**src/rtl/token_bank_pkg.sv**
```systemverilog
package token_bank_pkg;

  // Strobes that one port's control hands to the shared datapath
  typedef struct packed {
    logic wr;      // write to the selected token this cycle
    logic bitVal;  // 0 = request, 1 = release
    logic rdLoad;  // first cycle of a read: capture the view
  } tokStb_t;

  typedef enum logic [1:0] {
    OWN_NONE = 2'd0,
    OWN_A    = 2'd1,
    OWN_B    = 2'd2
  } owner_e;

endpackage

```
**src/rtl/token_bank_ctrl.sv**
```systemverilog
module token_bank_ctrl
  import token_bank_pkg::*;
#(
  parameter int unsigned IDX_W = 3
) (
  input  logic             clk,
  input  logic             rstN,
  input  logic             sel,
  input  logic             we,
  input  logic             oe,
  input  logic [IDX_W-1:0] addrLo,
  input  logic             wBit,
  output tokStb_t          stb,
  output logic [IDX_W-1:0] idx
);

  logic rdAct;
  logic rdActQ;

  // A write takes precedence over output enable
  assign rdAct = sel && oe && !we;

  always_ff @(posedge clk or negedge rstN) begin
    if (!rstN) rdActQ <= 1'b0;
    else       rdActQ <= rdAct;
  end

  always_comb begin
    stb.wr     = sel && we;
    stb.bitVal = wBit;
    stb.rdLoad = rdAct && !rdActQ;
    idx        = addrLo;
  end

endmodule

```
**src/rtl/token_bank_core.sv**
```systemverilog
module token_bank_core
  import token_bank_pkg::*;
#(
  parameter int unsigned NUM_TOKENS = 8,
  parameter int unsigned IDX_W      = 3,
  parameter bit          TIE_TO_B   = 1'b0
) (
  input  logic                  clk,
  input  logic                  rstN,
  input  tokStb_t               stbA,
  input  logic [IDX_W-1:0]      idxA,
  input  tokStb_t               stbB,
  input  logic [IDX_W-1:0]      idxB,
  output logic                  rdBitA,
  output logic                  rdBitB,
  output logic [NUM_TOKENS-1:0] ownA,
  output logic [NUM_TOKENS-1:0] ownB
);

  localparam owner_e TIE_WINNER = TIE_TO_B ? OWN_B : OWN_A;

  for (genvar i = 0; i < NUM_TOKENS; i++) begin : g_tok
    logic   hitA, hitB;
    logic   reqAQ, reqBQ;       // 0 = request pending, 1 = released
    logic   reqANext, reqBNext;
    owner_e ownQ, ownNext;

    assign hitA = stbA.wr && (idxA == IDX_W'(i));
    assign hitB = stbB.wr && (idxB == IDX_W'(i));

    always_comb begin
      reqANext = hitA ? stbA.bitVal : reqAQ;
      reqBNext = hitB ? stbB.bitVal : reqBQ;
      ownNext  = ownQ;
      case (ownQ)
        OWN_A: if (reqANext) ownNext = reqBNext ? OWN_NONE : OWN_B;
        OWN_B: if (reqBNext) ownNext = reqANext ? OWN_NONE : OWN_A;
        default: begin
          if (!reqANext && !reqBNext) ownNext = TIE_WINNER;
          else if (!reqANext)         ownNext = OWN_A;
          else if (!reqBNext)         ownNext = OWN_B;
          else                        ownNext = OWN_NONE;
        end
      endcase
    end

    always_ff @(posedge clk or negedge rstN) begin
      if (!rstN) begin
        reqAQ <= 1'b1;
        reqBQ <= 1'b1;
        ownQ  <= OWN_NONE;
      end else begin
        reqAQ <= reqANext;
        reqBQ <= reqBNext;
        ownQ  <= ownNext;
      end
    end

    assign ownA[i] = (ownQ == OWN_A);
    assign ownB[i] = (ownQ == OWN_B);
  end

  // Per-port view latches, loaded only when a read begins
  always_ff @(posedge clk or negedge rstN) begin
    if (!rstN) begin
      rdBitA <= 1'b1;
      rdBitB <= 1'b1;
    end else begin
      if (stbA.rdLoad) rdBitA <= !ownA[idxA];
      if (stbB.rdLoad) rdBitB <= !ownB[idxB];
    end
  end

endmodule

```
**src/rtl/dual_token_bank.sv**
```systemverilog
module dual_token_bank
  import token_bank_pkg::*;
#(
  parameter int unsigned NUM_TOKENS = 8,
  parameter int unsigned ADDR_W     = 13,
  parameter int unsigned DATA_W     = 16,
  parameter bit          TIE_TO_B   = 1'b0
) (
  input  logic              clk,
  input  logic              rstN,
  input  logic              aSel,
  input  logic              aWe,
  input  logic              aOe,
  input  logic [ADDR_W-1:0] aAddr,
  input  logic [DATA_W-1:0] aWdata,
  output logic [DATA_W-1:0] aRdata,
  input  logic              bSel,
  input  logic              bWe,
  input  logic              bOe,
  input  logic [ADDR_W-1:0] bAddr,
  input  logic [DATA_W-1:0] bWdata,
  output logic [DATA_W-1:0] bRdata
);

  localparam int unsigned IDX_W = (NUM_TOKENS > 1) ? $clog2(NUM_TOKENS) : 1;

  tokStb_t               stbA, stbB;
  logic [IDX_W-1:0]      idxA, idxB;
  logic                  rdBitA, rdBitB;
  logic [NUM_TOKENS-1:0] ownAVec, ownBVec;
  logic                  unusedHi;

  assign unusedHi = ^{aAddr[ADDR_W-1:IDX_W], bAddr[ADDR_W-1:IDX_W],
                      aWdata[DATA_W-1:1], bWdata[DATA_W-1:1]};

  token_bank_ctrl #(.IDX_W(IDX_W)) u_ctrlA (
    .clk(clk), .rstN(rstN), .sel(aSel), .we(aWe), .oe(aOe),
    .addrLo(aAddr[IDX_W-1:0]), .wBit(aWdata[0]), .stb(stbA), .idx(idxA)
  );

  token_bank_ctrl #(.IDX_W(IDX_W)) u_ctrlB (
    .clk(clk), .rstN(rstN), .sel(bSel), .we(bWe), .oe(bOe),
    .addrLo(bAddr[IDX_W-1:0]), .wBit(bWdata[0]), .stb(stbB), .idx(idxB)
  );

  token_bank_core #(
    .NUM_TOKENS(NUM_TOKENS), .IDX_W(IDX_W), .TIE_TO_B(TIE_TO_B)
  ) u_core (
    .clk(clk), .rstN(rstN),
    .stbA(stbA), .idxA(idxA), .stbB(stbB), .idxB(idxB),
    .rdBitA(rdBitA), .rdBitB(rdBitB), .ownA(ownAVec), .ownB(ownBVec)
  );

  assign aRdata = {DATA_W{rdBitA}};
  assign bRdata = {DATA_W{rdBitB}};

endmodule

```
**config.mk**
```make
export PLATFORM = sky130hd
export DESIGN_NAME = dual_token_bank
export DESIGN_NICKNAME = d
export VERILOG_FILES = /design/src/rtl/token_bank_pkg.sv /design/src/rtl/token_bank_ctrl.sv /design/src/rtl/token_bank_core.sv /design/src/rtl/dual_token_bank.sv
export SDC_FILE = /design/constraint.sdc
export NUM_CORES = 1
export LEC_CHECK = 0
export ABC_AREA = 1
export BUFFER_PORTS_ARGS = -buffer_cell sky130_fd_sc_hd__buf_2
export CORE_MARGIN = 2
export CORE_UTILIZATION = 45
export DETAILED_ROUTE_END_ITERATION = 6
export MAX_ROUTING_LAYER = met4
export PLACE_DENSITY_LB_ADDON = 0.05
export SYNTH_ARGS = -nofsm -noshare
export SYNTH_HDL_FRONTEND = slang
export SYNTH_SLANG_ARGS = --single-unit
```
**constraint.sdc**
```tcl
create_clock -name clk -period 1.16 [get_ports clk]
set_input_delay 0.174 -clock clk [delete_from_list [all_inputs] [get_ports clk]]
set_output_delay 0.174 -clock clk [all_outputs]
set_load 0.005 [all_outputs]
```
Word-level counts from Yosys, hierarchy flattened
Cells that the tools add are included.

Flip-flop bits (word level): 36. Latch bits: 0. Bits in writable memories: 0. Memory bits (read-only): 0. Bits of input ports: 66. Output and inout bits: 32. Word-level logic and storage cells: 216. Memories kept: 0.

Add/subtract/negate cells: 0. $mul: 0. Div/mod/pow operators: 0. $lt $le $gt $ge: 2. Equality and inequality tests: 46. Shift operators: 0. Muxes and demuxes: 76. Bitwise operators: 0. Reductions and logical operators: 64.

Operator list (count): $mux 2 (40); $logic_and 1x1->1 (32); $ne 2x2->1 const B (16); $pmux 2 s2 (8); $mux 1 (26); $eq 3x3->1 const B (8); $logic_not 1->1 (22); $eq 2x1->1 const B (8); $eq 2x2->1 const B (8); $reduce_and 2->1 (8); $eq 3x2->1 const B (4); $lt 3x4->1 const B (2); $bmux 1 s3 (2); $eq 3x1->1 const B (2); $logic_not 3->1 (2).

Logic depth before layout (Yosys ltp)
Depth after elaboration: 7. Mapped depth: 9. Mapped depth without buffers: 9.

Hierarchy
Synthesis repeated with hierarchy kept, for this count alone.

Cells, all modules: 373. Area, all modules: 2593.7 µm².

By module, submodules not included: token_bank_core (instances 1, cells an instance 321, area an instance 2193.4 µm², seq. area each 873.3 µm²); dual_token_bank (instances 1, cells an instance 32, area an instance 240.2 µm², seq. area each 0.0 µm²); token_bank_ctrl (instances 2, cells an instance 10, area an instance 80.1 µm², seq. area each 25.0 µm²).

Worst setup path before layout
OpenSTA, ideal clock, no wires.

Path kind: register to register. From: register u_core.g_tok[3].ownQ[0]. To: register u_core.g_tok[3].ownQ[1]. Setup time: 116 ps. Arrival time: 1169 ps. Data required time: 1044 ps. Setup slack: -125 ps. Cell stages (with the launch flop): 8. Path buffers: 0. Period minus slack after synthesis: 1285 ps. Cells stage by stage: dfrtp_1 inv_1 ha_1 or2_2 nand3_1 nor2_1 nand2_1 nand2_1.

Cells in the longest elaborated chain, start to end: 3. Elaborated cells between the ends (all ways): 6. Classes of those cells: 4 x eq/ne; 1 x mux; 1 x reduce/logical.

Ends and longest elaborated chain: from (decl) (RTL line token_bank_core.sv:26) `owner_e ownQ, ownNext;`; from (signal assigned) (RTL line token_bank_core.sv:55) `ownQ <= ownNext;`; $eq 2x1->1 / $eq 2x2->1 (equally long branches) (RTL line token_bank_core.sv:35) `case (ownQ)`; $ne 2x2->1 (no line); $reduce_and 2->1 (no line).

Several ways; a longest one is shown, not always the timed one. A chain may end at the register's enable or synchronous reset.

Final worst setup path
From: register u_core.rdBitA. To: output aRdata[10].

RTL lines: from (decl) (RTL line token_bank_core.sv:14) `output logic rdBitA,`; from (signal assigned) (RTL line token_bank_core.sv:69) `if (stbA.rdLoad) rdBitA <= !ownA[idxA];`; to (decl) (RTL line dual_token_bank.sv:16) `output logic [DATA_W-1:0] aRdata,`.

No word-level cell between the ends.

==> Flow_metrics.wiki <==
{| class="wikitable"
! Metric !! Value
|-
| DP Area || between 2000 and 3000 sq um
|-
| Maxcap violations || 0
|-
| Routability-driven placement congestion ratio || 0.8668
|-
| Worst setup slack after layout || -0.1101 ns
|-
| Pin count of the biggest net entering global routing || 37
|-
| Endpoint of the worst-slack reg-to-reg timing path || u_core.g_tok[1].ownQ[1]
|-
| Clock net sink count || 36
|-
| Worst slew pin tran || ~0.39 ns
|-
| Number of DRC violations after detailed routing || 0
|-
| Final standard cell area without fillers || 3500 sq um
|-
| WHS || between 0.1 and 0.15 ns
|-
| Max Clk Rate || around 0.8 GHz
|-
| Data arrival time at the worst-slack endpoint || ~1.1 ns
|-
| Type of element capturing the critical path || output port
|-
| Source-to-sink clock delay at the later pin of the worst-skew pair || 0.29 ns
|-
| Endpoint of the worst hold path || u_ctrlB.rdActQ
|-
| Net count of the finished layout || 512
|-
| Initial antenna violation count || 0
|-
| Half-perimeter wire length after detailed placement || approximately 4200 um
|-
| Worst stage delay on the critical path || between 0.5 and 0.6 ns
|-
| Cell chain of the critical path || buf_6 -> buf_2
|-
| Total of fill cells in the finished design || between 400 and 500
|-
| Peak VDD IR || ~1400 uV
|-
| Instance count of the mapped netlist || between 300 and 400
|-
| Flip-flop and latch count after synthesis || 36
|-
| Tightest slew margin relative to the limit || 0.7350
|-
| Clock tree from TritonCTS || built
|-
| Num CTS Buffers || 5
|-
| Total routing resource utilization after global routing || 0.2074
|-
| Post-Synthesis Cell Area || 2561 sq um
|-
| Register area share after synthesis || 0.3605
|-
| WP buf/inv || 2
|-
| Post-placement worst setup slack || -0.1219 ns
|-
| Cell family contributing the most delay on the critical path || flip-flops
|-
| Worst R2R Path Depth || 7
|-
| Number of top-level pins || 98
|-
| DRT Pass-1 Iters || 4
|-
| Wire length of the first global-routing pass || roughly 9900 um
|-
| CTS H-tree depth || 2
|-
| DIE HEIGHT || about 79 um
|-
| Reg2Reg Setup Slack || -0.07 ns
|-
| Final count of negative-setup-slack endpoints || 39
|-
| Number of pins exceeding their max-slew limit in the final report || 0
|-
| Part of the cycle the worst path needs || 1.095
|-
| Port buffer count || 47
|-
| Number of global-route vias before repair || around 2.3k
|-
| Core Area || approximately 5500 sq um
|-
| Hold Vio Cnt, Final || 0
|-
| Top library cells by usage in the layout, fill and taps aside || nand2_1, buf_4, nand3_1, nor2_1, buf_2
|-
| Maximum net fanout on the critical path || 7
|-
| Detailed-route wire length per cell || between 10 and 15 um
|-
| Clock-pin slew on the worst setup and hold paths || 0.07 ns
|-
| Fraction of final layout cells sized beyond drive strength 1 || 0.4814
|-
| First-iteration detailed-routing DRC count || slightly above 80
|-
| Number of buffers between clock root and the deepest sink || 2
|-
| Most frequent standard cell in the layout excluding fill and tap cells || nand2_1
|-
| Number of synthesis warnings || 0
|-
| Vias || 2332
|-
| Die W || 79.44 um
|-
| Static leakage || between 1.5 and 2 nW
|-
| Data required time of the critical path || between 0.9 and 1 ns
|-
| Crit. Startpoint || u_core.rdBitA
|-
| Critical path class || flop to output port
|-
| R2r startpoint || u_core.g_tok[1].ownQ[0]
|-
| Total negative slack for setup checks || -3.260 ns
|-
| Power density over cell area || ~2300 nW/um^2
|-
| Post-DRT Antenna Nets || 0
|-
| Number of rows in the core area || 27
|-
| Initial cell density of the core || 0.4651
|-
| Cell at the root of the clock tree || clkbuf_8
|-
| Hold Crit Start || bOe
|-
| Post-Route Skew || around 0.0077 ns
|-
| Violated checks || negative setup slack
|-
| Number of instances on the worst hold path || 3
|-
| Setup repair after global routing missed its margin || true
|-
| Final critical-path required period || 1.270 ns
|-
| Post-detailed-route via-to-cell ratio || 4.645
|-
| Die Footprint || 6311 sq um
|-
| Net Count, Synth || 447
|-
| Area growth from synthesis to layout || 36.64%
|-
| Post-synthesis cell type count || 22
|-
| Highest-delay cell along the critical path || dfstp_2
|-
| Outcome || complete, but fails checks
|-
| Type of the worst min-delay path || primary input to flop
|-
| Startpoint Class || flop
|-
| Mean instance size in the synthesized netlist || 7.017 sq um
|-
| Sum of routed wire length over all layers || 5930 um
|-
| Global route overflow || 0
|-
| Number of antenna cells inserted || 0
|}
-- cell usage after synthesis (all sizes together) --
master | number | area [sq um]
dfrtp | 18 | 450.4
o21ai | 2 | 10.00
nor3 | 2 | 10.01
nand2 | 114 | 440.4
nand3 | 47 | 235.2
inv | 52 | 195.2
ha | 16 | 200.2
a21oi | 9 | 45.04
nor4 | 2 | 12.51
or2 | 3 | 18.77
nor2 | 45 | 201.4
a22oi | 1 | 7.510
clkbuf | 2 | 8.750
dfstp | 18 | 473.0
buf | 32 | 240.2
nand2b | 2 | 12.51
-- worst max-delay path by stage --
| stage | cells after the start | end |
|---|---|---|
| CTS | 2 | bRdata[6] |
| floorplan | 6 | u_core.g_tok[1].ownQ[1] |
| detailed placement | 10 | u_core.g_tok[1].ownQ[1] |
| finish | 2 | aRdata[10] |
| global placement | 10 | u_core.g_tok[1].ownQ[1] |
| global route | 2 | aRdata[0] |
-- per-layer routing --
metal | GRT usage | vias up | routed length (um)
li1 | - | 1221 | -
met1 | 0.2559 | 1058 | 2749
met2 | 0.3479 | 48 | 2926
met3 | 0.03507 | 5 | 194
met4 | 0.06552 | 0 | 59
met5 | - | - | 0
-- final cells by class --
type / count / area, sq um / area share
Multi-Input combinational cell: 243 / 1510 / 0.4315
Sequential cell: 36 / 927.1 / 0.2649
Timing Repair Buffer: 92 / 698.2 / 0.1995
Inverter: 52 / 197.7 / 0.05649
Tap cell: 72 / 90.09 / 0.02574
Clock buffer: 7 / 76.32 / 0.02181
-- worst reg2reg max path, cell delays in order, from the launching register on --
cell and delay [ns]:
dfrtp_2 0.45, inv_2 0.08, ha_4 0.20, or2_4 0.22, nand3_2 0.05, nor2_1 0.04
nand2_1 0.05, nand2_1 0.04
-- cell families (layout without fill, tap and decap cells) --
logic type,Yosys count,in the layout,synth area share
AND/OR/NAND/NOR,215,215,0.3635
buffers and inverters,86,151,0.1734
flip-flops,36,36,0.3605
adder cells (fa/ha/maj),16,16,0.07816
AO/OA/AOI/OAI,12,12,0.02442
-- timing repair --
action | in CTS | in global routing
gates resized for setup | 30 | 79
pin swaps | 4 | 27
buffers inserted | 8 | 7
endpoints found under the hold margin | 18 | 0
endpoints found under the setup margin | 42 | 50
hold buffers | 1 | 0
-- registers in the layout, summed over array words and instances, names as in the netlist --
signal,flops
u_core.rdBitB,1
u_core.g_tok.reqAQ,8
u_core.g_tok.ownQ,16
u_ctrlB.rdActQ,1
u_core.g_tok.reqBQ,8
u_ctrlA.rdActQ,1
u_core.rdBitA,1
-- report_power, final --
group | switching [W] | internal [W] | total, W
Combinational | 0.00256 | 0.00256 | 0.00512
Sequential | 0.000394 | 0.00180 | 0.00219
Clock | 0.000453 | 0.000414 | 0.000868
Total | 0.00341 | 0.00477 | 0.00818
-- per-stage QoR --
| stage | cells | utilization | total power (W) |
|---|---|---|---|
| 3_5_place_dp | 479 | 0.5249 | 0.005776 |
| 4_1_cts | 495 | 0.5749 | 0.007201 |
| 3_3_place_gp | 479 | 0.5249 | 0.005707 |
| 6_report | 502 | 0.6355 | 0.008178 |
| 2_1_floorplan | 365 | - | 0.005110 |
| 5_1_grt | 502 | 0.6355 | 0.009063 |
Power figures use the tool's default switching activity.
